**src/rtl/otp_seq_pkg.sv**
```systemverilog
package otp_seq_pkg;

   localparam int BUSY_BIT   = 8;
   localparam int ERR_BIT    = 9;
   localparam int SETTLE_BIT = 12;
   localparam int KEY_LSB    = 16;
   localparam int TIME_W     = 22;

   typedef enum logic [1:0] {
      SEL_CTRL = 2'd0,
      SEL_CLR  = 2'd1,
      SEL_TIME = 2'd2,
      SEL_DATA = 2'd3
   } reg_sel_e;

   typedef enum logic [2:0] {
      ST_IDLE,
      ST_READ,
      ST_SCAN,
      ST_SETUP,
      ST_STROBE,
      ST_HOLD
   } eng_state_e;

   // packed to match the register field layout: read 21:16, relax 15:12, prog 11:0
   typedef struct packed {
      logic [5:0]  rd;
      logic [3:0]  relax;
      logic [11:0] prog;
   } timing_t;

endpackage

```
**src/rtl/otp_seq_regs.sv**
```systemverilog
module otp_seq_regs
   import otp_seq_pkg::*;
#(
   parameter int          DATA_W = 32,
   parameter int          ADDR_W = 8,
   parameter logic [15:0] KEY    = 16'h3E77
) (
   input  logic                    clk,
   input  logic                    rst_n,
   input  logic                    reg_we,
   input  logic [1:0]              reg_sel,
   input  logic [31:0]             reg_wdata,
   output logic [31:0]             reg_rdata,
   input  logic [(1<<ADDR_W)-1:0]  lock_vec,
   input  logic                    eng_busy,
   input  logic                    settle_busy,
   input  logic [DATA_W-1:0]       eng_data,
   output logic                    start,
   output logic [ADDR_W-1:0]       start_addr,
   output logic [DATA_W-1:0]       start_data,
   output timing_t                 timing
);

   logic [ADDR_W-1:0] addr_q;
   logic [15:0]       key_q;
   logic              err_q;
   timing_t           tim_q;

   logic wr_ctrl, wr_clr, wr_time, wr_data;
   logic key_ok, ready, try_go, reject;

   assign wr_ctrl = reg_we && (reg_sel == SEL_CTRL);
   assign wr_clr  = reg_we && (reg_sel == SEL_CLR);
   assign wr_time = reg_we && (reg_sel == SEL_TIME);
   assign wr_data = reg_we && (reg_sel == SEL_DATA);

   assign key_ok = (key_q == KEY);
   assign ready  = !eng_busy && !settle_busy && !err_q;
   assign try_go = wr_data && key_ok && ready;
   assign reject = try_go && lock_vec[addr_q];
   assign start  = try_go && !lock_vec[addr_q];

   assign start_addr = addr_q;
   assign start_data = reg_wdata[DATA_W-1:0];
   assign timing     = tim_q;

   always_ff @(posedge clk or negedge rst_n) begin
      if (!rst_n) begin
         addr_q <= '0;
         key_q  <= '0;
         err_q  <= 1'b0;
         tim_q  <= '0;
      end else begin
         if (wr_ctrl) begin
            addr_q <= reg_wdata[ADDR_W-1:0];
            key_q  <= reg_wdata[31:KEY_LSB];
         end else if (try_go) begin
            key_q  <= '0;
         end
         if (reject)
            err_q <= 1'b1;
         else if (wr_clr && reg_wdata[ERR_BIT])
            err_q <= 1'b0;
         if (wr_time)
            tim_q <= timing_t'(reg_wdata[TIME_W-1:0]);
      end
   end

   always_comb begin
      reg_rdata = '0;
      case (reg_sel_e'(reg_sel))
         SEL_CTRL: begin
            reg_rdata[ADDR_W-1:0]   = addr_q;
            reg_rdata[BUSY_BIT]     = eng_busy;
            reg_rdata[ERR_BIT]      = err_q;
            reg_rdata[SETTLE_BIT]   = settle_busy;
            reg_rdata[31:KEY_LSB]   = key_q;
         end
         SEL_TIME: reg_rdata[TIME_W-1:0] = tim_q;
         SEL_DATA: reg_rdata[DATA_W-1:0] = eng_data;
         default:  reg_rdata = '0;
      endcase
   end


   lock_reject_chk: assert property (@(posedge clk) disable iff (!rst_n)
      reject |=> (err_q && !eng_busy));

endmodule

```
**src/rtl/otp_seq_engine.sv**
```systemverilog
module otp_seq_engine
   import otp_seq_pkg::*;
#(
   parameter int DATA_W    = 32,
   parameter int ADDR_W    = 8,
   parameter int FULL_SCAN = 0
) (
   input  logic                      clk,
   input  logic                      rst_n,
   input  logic                      start,
   input  logic [ADDR_W-1:0]         start_addr,
   input  logic [DATA_W-1:0]         start_data,
   input  timing_t                   timing,
   input  logic [DATA_W-1:0]         fuse_rd_data,
   output logic                      busy,
   output logic                      done,
   output logic [DATA_W-1:0]         data_out,
   output logic [ADDR_W-1:0]         fuse_addr,
   output logic                      fuse_rd_en,
   output logic [$clog2(DATA_W)-1:0] fuse_bit_idx,
   output logic                      fuse_bit_val,
   output logic                      fuse_strobe
);

   localparam int POS_W = $clog2(DATA_W);
   localparam int IDX_W = POS_W + 1;
   localparam int CNT_W = 12;

   eng_state_e        st;
   logic [CNT_W-1:0]  cnt;
   logic [DATA_W-1:0] data_q;
   logic [IDX_W-1:0]  idx;
   logic [ADDR_W-1:0] addr_q;

   logic [CNT_W-1:0] prog_len, relax_len, read_len;
   logic             all_done;
   logic             cnt_zero;

   assign prog_len  = (timing.prog  == '0) ? CNT_W'(1) : timing.prog;
   assign relax_len = (timing.relax == '0) ? CNT_W'(1) : CNT_W'(timing.relax);
   assign read_len  = (timing.rd    == '0) ? CNT_W'(1) : CNT_W'(timing.rd);
   assign cnt_zero  = (cnt == '0);

   generate
      if (FULL_SCAN != 0) begin : g_full
         assign all_done = (idx == IDX_W'(DATA_W));
      end else begin : g_early
         assign all_done = (data_q == '0);
      end
   endgenerate

   always_ff @(posedge clk or negedge rst_n) begin
      if (!rst_n) begin
         st     <= ST_IDLE;
         cnt    <= '0;
         data_q <= '0;
         idx    <= '0;
         addr_q <= '0;
      end else begin
         case (st)
            ST_IDLE: if (start) begin
               st     <= ST_READ;
               addr_q <= start_addr;
               data_q <= start_data;
               idx    <= '0;
               cnt    <= read_len - CNT_W'(1);
            end
            ST_READ: if (cnt_zero) begin
               data_q <= data_q & ~fuse_rd_data;
               st     <= ST_SCAN;
            end else begin
               cnt <= cnt - CNT_W'(1);
            end
            ST_SCAN: if (all_done) begin
               st <= ST_IDLE;
            end else if (data_q[0]) begin
               st  <= ST_SETUP;
               cnt <= relax_len - CNT_W'(1);
            end else begin
               data_q <= data_q >> 1;
               idx    <= idx + IDX_W'(1);
            end
            ST_SETUP: if (cnt_zero) begin
               st  <= ST_STROBE;
               cnt <= prog_len - CNT_W'(1);
            end else begin
               cnt <= cnt - CNT_W'(1);
            end
            ST_STROBE: if (cnt_zero) begin
               st  <= ST_HOLD;
               cnt <= relax_len - CNT_W'(1);
            end else begin
               cnt <= cnt - CNT_W'(1);
            end
            ST_HOLD: if (cnt_zero) begin
               st     <= ST_SCAN;
               data_q <= data_q >> 1;
               idx    <= idx + IDX_W'(1);
            end else begin
               cnt <= cnt - CNT_W'(1);
            end
            default: st <= ST_IDLE;
         endcase
      end
   end

   assign busy         = (st != ST_IDLE);
   assign done         = (st == ST_SCAN) && all_done;
   assign data_out     = data_q;
   assign fuse_addr    = addr_q;
   assign fuse_rd_en   = (st == ST_READ);
   assign fuse_strobe  = (st == ST_STROBE);
   assign fuse_bit_val = (st == ST_SETUP) || (st == ST_STROBE) || (st == ST_HOLD);
   assign fuse_bit_idx = idx[POS_W-1:0];


   addr_hold_chk: assert property (@(posedge clk) disable iff (!rst_n)
      busy |=> $stable(addr_q));


   ones_drop_chk: assert property (@(posedge clk) disable iff (!rst_n)
      busy |=> ($countones(data_q) <= $countones($past(data_q))));


   strobe_one_chk: assert property (@(posedge clk) disable iff (!rst_n)
      fuse_strobe |-> data_q[0]);


   idx_range_chk: assert property (@(posedge clk) disable iff (!rst_n)
      busy |-> (idx <= IDX_W'(DATA_W)));

endmodule

```
**src/rtl/otp_seq_settle.sv**
```systemverilog
module otp_seq_settle #(
   parameter int QUIET_CYC = 200
) (
   input  logic clk,
   input  logic rst_n,
   input  logic done,
   output logic settle_busy
);

   localparam int CNT_W = $clog2(QUIET_CYC + 1);

   logic [CNT_W-1:0] cnt;

   always_ff @(posedge clk or negedge rst_n) begin
      if (!rst_n)
         cnt <= '0;
      else if (done)
         cnt <= CNT_W'(QUIET_CYC);
      else if (cnt != '0)
         cnt <= cnt - CNT_W'(1);
   end

   assign settle_busy = (cnt != '0);


   settle_load_chk: assert property (@(posedge clk) disable iff (!rst_n)
      done |=> settle_busy);

endmodule

```
**src/rtl/otp_prog_seq.sv**
```systemverilog
module otp_prog_seq
   import otp_seq_pkg::*;
#(
   parameter int          DATA_W    = 32,
   parameter int          ADDR_W    = 8,
   parameter int          CLK_MHZ   = 100,
   parameter int          QUIET_NS  = 2000,
   parameter logic [15:0] KEY       = 16'h3E77,
   parameter int          FULL_SCAN = 0
) (
   input  logic                      clk,
   input  logic                      rst_n,
   input  logic                      reg_we,
   input  logic [1:0]                reg_sel,
   input  logic [31:0]               reg_wdata,
   output logic [31:0]               reg_rdata,
   input  logic [(1<<ADDR_W)-1:0]    lock_vec,
   output logic [ADDR_W-1:0]         fuse_addr,
   output logic                      fuse_rd_en,
   input  logic [DATA_W-1:0]         fuse_rd_data,
   output logic [$clog2(DATA_W)-1:0] fuse_bit_idx,
   output logic                      fuse_bit_val,
   output logic                      fuse_strobe
);

   localparam int QUIET_CYC = (CLK_MHZ * QUIET_NS + 999) / 1000;

   generate
      if (DATA_W < 2 || DATA_W > 32) begin : g_bad_data
         $error("DATA_W must lie in 2..32");
      end
      if (ADDR_W < 1 || ADDR_W > 8) begin : g_bad_addr
         $error("ADDR_W must lie in 1..8");
      end
      if (QUIET_CYC < 1) begin : g_bad_quiet
         $error("quiet window must be at least one cycle");
      end
   endgenerate

   logic              start, eng_busy, eng_done, settle_busy;
   logic [ADDR_W-1:0] start_addr;
   logic [DATA_W-1:0] start_data, eng_data;
   timing_t           timing;

   otp_seq_regs #(.DATA_W(DATA_W), .ADDR_W(ADDR_W), .KEY(KEY)) u_regs (
      .clk(clk), .rst_n(rst_n),
      .reg_we(reg_we), .reg_sel(reg_sel), .reg_wdata(reg_wdata),
      .reg_rdata(reg_rdata), .lock_vec(lock_vec),
      .eng_busy(eng_busy), .settle_busy(settle_busy), .eng_data(eng_data),
      .start(start), .start_addr(start_addr), .start_data(start_data),
      .timing(timing)
   );

   otp_seq_engine #(.DATA_W(DATA_W), .ADDR_W(ADDR_W), .FULL_SCAN(FULL_SCAN)) u_eng (
      .clk(clk), .rst_n(rst_n),
      .start(start), .start_addr(start_addr), .start_data(start_data),
      .timing(timing), .fuse_rd_data(fuse_rd_data),
      .busy(eng_busy), .done(eng_done), .data_out(eng_data),
      .fuse_addr(fuse_addr), .fuse_rd_en(fuse_rd_en),
      .fuse_bit_idx(fuse_bit_idx), .fuse_bit_val(fuse_bit_val),
      .fuse_strobe(fuse_strobe)
   );

   otp_seq_settle #(.QUIET_CYC(QUIET_CYC)) u_settle (
      .clk(clk), .rst_n(rst_n), .done(eng_done), .settle_busy(settle_busy)
   );


   start_busy_chk: assert property (@(posedge clk) disable iff (!rst_n)
      start |=> eng_busy);


   settle_excl_chk: assert property (@(posedge clk) disable iff (!rst_n)
      settle_busy |-> !eng_busy);


   read_first_chk: assert property (@(posedge clk) disable iff (!rst_n)
      $rose(eng_busy) |-> fuse_rd_en);

endmodule

```
**config.mk**
```make
export PLATFORM = sky130hd
export DESIGN_NAME = otp_prog_seq
export DESIGN_NICKNAME = d
export VERILOG_FILES = /design/src/rtl/otp_seq_pkg.sv /design/src/rtl/otp_seq_regs.sv /design/src/rtl/otp_seq_engine.sv /design/src/rtl/otp_seq_settle.sv /design/src/rtl/otp_prog_seq.sv
export SDC_FILE = /design/constraint.sdc
export NUM_CORES = 1
export LEC_CHECK = 0
export ABC_AREA = 1
export BUFFER_PORTS_ARGS = -buffer_cell sky130_fd_sc_hd__buf_4
export CORE_MARGIN = 5
export CORE_UTILIZATION = 35
export CTS_BUF_LIST = sky130_fd_sc_hd__clkbuf_4 sky130_fd_sc_hd__clkbuf_8
export CTS_CLUSTER_SIZE = 24
export DETAILED_ROUTE_END_ITERATION = 8
export SYNTH_ARGS = -nofsm -noshare
export SYNTH_HDL_FRONTEND = slang
export SYNTH_HIERARCHICAL = 1
export SYNTH_SLANG_ARGS = --single-unit
```
**constraint.sdc**
```tcl
create_clock -name clk -period 4.6 [get_ports clk]
set_input_delay 0.92 -clock clk [delete_from_list [all_inputs] [get_ports clk]]
set_output_delay 0.92 -clock clk [all_outputs]
set_load 0.03 [all_outputs]
```
# After elaboration in Yosys (flattened, before gate mapping)
# Index checks and enable logic that the tools add are counted.
[op_classes]
addsub = 6
order_cmp = 1
n_eq_ne = 20
muxes = 42
bitwise = 2
reduce_logical = 40
[op_table]
columns = ["operator", "count"]
rows = [
  ["two-way mux 32 bit", 5],
  ["case mux 32 bit (4 select lines)", 1],
  ["two-way mux 12 bit", 7],
  ["case mux 12 bit (5 select lines)", 1],
  ["subtractor 12 x 1 -> 12 bit, second input constant", 4],
  ["case mux 6 bit (3 select lines)", 2],
  ["bitwise AND 32 bit", 1],
  ["logical NOT 32 bit", 1],
  ["two-way mux 16 bit", 2],
  ["inverter 32 bit", 1],
  ["two-way mux 6 bit", 5],
  ["case mux 10 bit (3 select lines)", 1],
  ["logical NOT 12 bit", 2],
  ["case mux 10 bit (2 select lines)", 1],
  ["AND reduction 5 bit", 4],
  ["two-way mux 3 bit", 6],
  ["== test 16 x 14 -> 1 bit, second input constant", 1],
  ["two-way mux 8 bit", 2],
  ["case mux 3 bit (5 select lines)", 1],
  ["logical AND 1 bit", 12],
  ["!= test 2 x 1 -> 1 bit, second input constant", 6],
  ["less-than comparator 8 x 9 -> 1 bit, second input constant", 1],
  ["binary-select mux 1 bit (select 8 bit)", 1],
  ["!= test 2 bit, second input constant", 4],
  ["other kinds (27)", 39],
]
[totals]
ff_bits = 116
out_inout_bits = 48

# Longest topological paths before layout
[logic_depth]
word_depth = 8
depth_mapped = 23

# Modules after synthesis
# The synthesis kept the hierarchy.
[by_module_without_submodules]
columns = ["module", "n_inst", "cells_each", "area_each_um2"]
rows = [
  ["otp_seq_regs", 1, 955, 5441.5],
  ["otp_seq_engine", 1, 751, 4817.1],
  ["otp_seq_settle", 1, 63, 483.0],
]

# Least setup slack after synthesis
# No wires, ideal clock.
[synth_timing]
path_type = "input to output"
from = "input port reg_sel[1]"
to = "output port reg_rdata[22]"
arrival_time_ns = 2.282
t_required_ns = 3.680
path_slack_ns = 1.398
cell_stages = 6
n_path_buf = 2
cell_sequence = "inv_1 > ha_1 > clkbuf_1 > clkbuf_1 > nand2_1 > a21oi_1"
[synth_between]
elab_chain_len = 2
word_cells_on_any_way = 3
cone_classes = "eq/ne (1); mux (1); reduce/logical (1)"
[synth_lines]
columns = ["item", "line_no", "source"]
rows = [
  ["from (decl)", "otp_prog_seq.sv:14", "input logic [1:0] reg_sel,"],
  ["== test 2 bit / logical NOT 2 bit (equally long branches)", "otp_seq_regs.sv:71", "case (reg_sel_e'(reg_sel))"],
  ["case mux 10 bit (2 select lines) *", "otp_seq_regs.sv:71", ""],
  ["to (decl)", "otp_prog_seq.sv:16", "output logic [31:0] reg_rdata,"],
]
# Every way passes the cells marked *; elsewhere a longest branch is shown, timed or not.

# Worst setup path in the final report
[layout_timing]
from = "register u_regs.addr_q[0], in the netlist u_regs/start_addr[0]"
to = "register u_eng.cnt[10]"
[layout_between]
elab_chain_len = 6
[layout_lines]
columns = ["item", "line_no", "source"]
rows = [
  ["from (decl)", "otp_seq_regs.sv:24", "logic [ADDR_W-1:0] addr_q;"],
  ["from (signal assigned)", "otp_seq_regs.sv:55", "addr_q <= reg_wdata[ADDR_W-1:0];"],
  ["binary-select mux 1 bit (select 8 bit)", "otp_seq_regs.sv:41", "assign start = try_go && !lock_vec[addr_q];"],
  ["two-way mux 1 bit (implied by the code)", "otp_seq_regs.sv:41", ""],
  ["logical NOT 1 bit", "otp_seq_regs.sv:41", ""],
  ["logical AND 1 bit", "otp_seq_regs.sv:41", ""],
  ["via start", "otp_prog_seq.sv:40", "logic start, eng_busy, eng_done, settle_busy;"],
  ["!= test 2 bit (no source line)", "-", ""],
  ["AND reduction 5 bit (no source line)", "-", ""],
  ["to (signal assigned)", "otp_seq_engine.sv:66", "cnt <= read_len - CNT_W'(1);"],
  ["to (signal assigned)", "otp_seq_engine.sv:72", "cnt <= cnt - CNT_W'(1);"],
  ["to (signal assigned)", "otp_seq_engine.sv:78", "cnt <= relax_len - CNT_W'(1);"],
  ["to (decl)", "otp_seq_engine.sv:30", "logic [CNT_W-1:0] cnt;"],
]
# The timed path passes the listed nets, and every way through them passes these cells. The select of a mux whose other input is x is not followed.
# A chain may end at the register's enable or synchronous reset.

==> flow_metrics.py <==
metrics = {
    "synth": {
        "seq_area_frac_synth_pct": 26.8,
        "netlist-cell-type-count": 50,
        "synth.top_cell.area_share_pct": 26.8,
        "synth.area.top_cells": "sky130_fd_sc_hd__dfrtp_1 27%, sky130_fd_sc_hd__nand2_1 23%, sky130_fd_sc_hd__nand3_1 18%, sky130_fd_sc_hd__inv_1 4.2%, sky130_fd_sc_hd__nor2_1 3.9%",
        "postSynthRegisterBits": 115,
        "mappedNetlistArea_sq_um": 10700,
        "ys_async_sr_fraction_pct": 100,
        "synthesis.yosys.warnings": 6,
        "mappedNetlistNets": 2105,
        "post-synth-top-area-cell": "sky130_fd_sc_hd__dfrtp_1",
        "syn-mean-instance-area_sq_um": 6.07,
        "postSynthCellCount": 1769,
        "yosys_most_used_dff": "sky130_fd_sc_hd__dfrtp_1",
        "edff_count_synth": 0,
    },
    "critical_path": {
        "critical_path.endpoint_type": "flop",
        "reg2reg_slack_ps": 400,
        "timing.setup.critical_path_class": "reg2reg",
        "worstPathArrival_ps": 4550,
        "crit_path_start_kind": "flop",
        "biggest_fanout_along_the_worst_timing_path": 109,
        "rr_endpoint": "u_eng/cnt[10]$_DFFE_PN0P_",
        "crit_start": "u_regs/start_addr[0]$_DFFE_PN0P_",
        "timing.rr.start": "u_regs/start_addr[0]$_DFFE_PN0P_",
        "timing.critical_path.to": "u_eng/cnt[10]$_DFFE_PN0P_",
        "critPathRequiredTime_ps": 4940,
        "reg2reg_depth": 20,
    },
    "cells_and_area": {
        "layoutNonFillerInstCount": 2472,
        "multiInputGateArea_sq_um": 6510,
        "fin_util_pct": 45.4,
        "final_nets": 2394,
        "fillerInstances": 3281,
        "syn_to_final_growth_pct": 28.7,
        "register_area_sq_um": 2880,
        "drive_gt1_share_pct": 25.4,
    },
    "floorplanning": {
        "boundaryPins": 373,
        "start_util_pct": 35.3,
        "die_width_um": 185,
        "placementRows": 64,
        "die_height_um": 185,
        "core_sq_um": 30400,
        "dieArea_sq_um": 34300,
    },
    "place": {
        "dpl_cells": 2435,
        "hpwlAfterDp_um": 38100,
        "buffer_ports.inserted": 372,
        "gp_congestion": 0.993,
    },
    "clocking": {
        "clock_insertion_delay_worst_skew_ps": 450,
        "root_buffer": "sky130_fd_sc_hd__clkbuf_8",
        "post-cts-setup-buffer-count": 0,
        "cts_made_buffers": 17,
        "cts.clk_slew.worst_paths_ps": 80,
        "cts.hold.buffers_added": 0,
        "htreeDepth": 4,
        "cts_buffer_depth": 2,
        "post_cts_resize_count": 0,
        "cts.sinks": 115,
        "cts_tree": "yes",
    },
    "worst_hold_path": {
        "start_point_of_the_worst_hold_path": "u_settle/cnt[0]$_DFFE_PN0P_",
        "hold_class": "reg2reg",
    },
    "status": {
        "run_status": "finished, final reports clean",
    },
    "timing": {
        "setup_tns_final_ps": 0,
        "layout_min_cycle_time_ps": 4200,
        "timing.final.max_slew_violations": 0,
        "fin_hold_ws_ps": 485,
        "final_hold_viol_count": 0,
        "grt_setup_unrepaired": "false",
        "clock-skew-final_ps": 20.3,
        "max_slew.worst_pin.slew_ps": 1170,
        "timing.max_slew.rel_slack_pct": 21.7,
        "achievable-frequency_mhz": 238,
        "period_share_pct": 91.4,
        "number_of_setup_violations_in_the_final_report": 0,
    },
    "drt": {
        "wl_met1_um": 19800,
        "detail_route.drc_violations": 0,
        "vias": 13000,
        "route.met3.wl_um": 4080,
        "vias_per_cell": 5.26,
        "routed_wire_length_per_instance_um": 19.9,
        "detail_route.iter0.violations": 1042,
        "wl_met2_um": 23800,
        "top_signal_layer_used": "met5",
        "drtPass1Iterations": 5,
        "totalWireLength_um": 49100,
        "ant_nets": 0,
    },
    "flow_run": {
        "max_cap_violations": 0,
    },
    "global_routing": {
        "grt_antenna_before_repair": 6,
        "grt_pass1_vias": 12500,
        "overflow": 0,
        "first_pass_grt_wire_length_um": 73800,
        "grt_max_degree": 110,
        "global_route.usage.total_pct": 27.7,
    },
    "power_and_ir_drop": {
        "vdd.ir_drop.worst_v": 0.000172,
        "power_leakage_nw": 7.39,
        "total_power_divided_by_cell_area_nw_per_um2": 252,
        "totalPowerFinal_mw": 3.48,
    },
}
worst max-delay path, cell delays in order, from the launching register on:
cell and delay, ps:
sky130_fd_sc_hd__dfrtp_4 640, sky130_fd_sc_hd__inv_4 390, sky130_fd_sc_hd__buf_4 400, sky130_fd_sc_hd__nand2_1 80, sky130_fd_sc_hd__nand3_1 60, sky130_fd_sc_hd__nand3_1 120, sky130_fd_sc_hd__nand3_1 100, sky130_fd_sc_hd__nand3_1 130
sky130_fd_sc_hd__nand2_1 60, sky130_fd_sc_hd__nand2_1 50, sky130_fd_sc_hd__nand3_1 70, sky130_fd_sc_hd__nand3_1 80, sky130_fd_sc_hd__nand2_1 190, sky130_fd_sc_hd__nor2_1 210, sky130_fd_sc_hd__nor2_1 80, sky130_fd_sc_hd__inv_2 170
sky130_fd_sc_hd__nand4_2 500, sky130_fd_sc_hd__nor2_2 420, sky130_fd_sc_hd__nand4_1 130, sky130_fd_sc_hd__nand2_1 70, sky130_fd_sc_hd__inv_1 30
Yosys cell counts, drive strengths merged (3+ instances only):
cell type and count:
inv 133, nor2 128, a22o 5, xor2 7, o21ai 49, ha 11
buf 90, xnor2 4, clkbuf 34, mux2 16, nand3 382, dfrtp 115
clkinv 4, nand2 710, nand4 30, nor3 6, nand3b 3, a31oi 3
nor4 4, a21oi 22
where the power goes:
part / total [mW] / switching (mW) / internal, mW
registers: 1.19 / 0.112 / 1.08
clock network: 1.01 / 0.493 / 0.513
logic: 1.29 / 0.782 / 0.503
total: 3.48 / 1.39 / 2.09
worst min-delay path by stage:
stage	end	slack, ps	cells past startpoint
3_3_place_gp	u_eng/cnt[0]$_DFFE_PN0P_	470	2
5_1_grt	u_eng/fuse_addr[7]$_DFFE_PN0P_	520	1
4_1_cts	u_eng/fuse_addr[7]$_DFFE_PN0P_	490	1
2_1_floorplan	u_eng/cnt[0]$_DFFE_PN0P_	450	2
3_5_place_dp	u_eng/cnt[0]$_DFFE_PN0P_	470	2
6_report	u_settle/cnt[0]$_DFFE_PN0P_	490	2
state kept, by name (all words and copies together), names as in the netlist:
| name | cells |
|---|---|
| u_eng/cnt | 12 |
| u_eng/data_out | 32 |
| u_eng/fuse_addr | 8 |
| u_eng/idx | 5 |
| u_eng/st | 3 |
| u_regs/err_q | 1 |
| u_regs/key_q | 16 |
| u_regs/start_addr | 8 |
| u_regs/timing | 22 |
| u_settle/cnt | 8 |
stage by stage:
step	setup WS, ps	area, sq um
global placement	596	13400
floorplan	1400	10700
detailed placement	538	13400
CTS	506	13800
global route	85.6	13800
finish	398	13800
cells by family (layout without fill, tap and decap cells):
logic type	after synthesis	after routing	synth area share [%]
multiplexers	16	16	1.68
XOR/XNOR	11	11	0.897
buffers and inverters	261	563	12.6
adder cells (fa/ha/maj)	11	11	1.28
other	0	5	0
AND/OR/NAND/NOR	1265	1265	51.8
AO/OA/AOI/OAI	90	90	4.93
flip-flops	115	115	26.8
per-layer routing:
layer	track usage, %	up-vias
met1	35.0	6088
met3	5.44	72
met2	47.6	572
li1	-	6258
met4	9.19	2
met5	0	-
cell usage in the layout, fill, tap and decap left out, types with 9 or more instances in the layout:
cell,instances
sky130_fd_sc_hd__nor2_1,113
sky130_fd_sc_hd__inv_1,120
sky130_fd_sc_hd__a21oi_1,20
sky130_fd_sc_hd__nor2_2,9
sky130_fd_sc_hd__ha_1,11
sky130_fd_sc_hd__inv_2,10
sky130_fd_sc_hd__mux2_2,16
sky130_fd_sc_hd__nand2_2,39
sky130_fd_sc_hd__nand3_1,381
sky130_fd_sc_hd__nand2_1,666
sky130_fd_sc_hd__clkbuf_8,18
sky130_fd_sc_hd__buf_4,393
sky130_fd_sc_hd__dfrtp_1,113
sky130_fd_sc_hd__nand4_1,28
sky130_fd_sc_hd__o21ai_0,47
final cells by class:
class | count | area share, %
clock inverters | 14 | 1.21
inverters | 137 | 3.85
multi-input cells | 1393 | 47.1
flip-flops and latches | 115 | 20.9
well taps | 396 | 3.58
clock buffers | 18 | 1.79
diodes | 5 | 0.0905
repair buffers | 394 | 21.5
No activity file was read; power rests on OpenSTA's default activity.
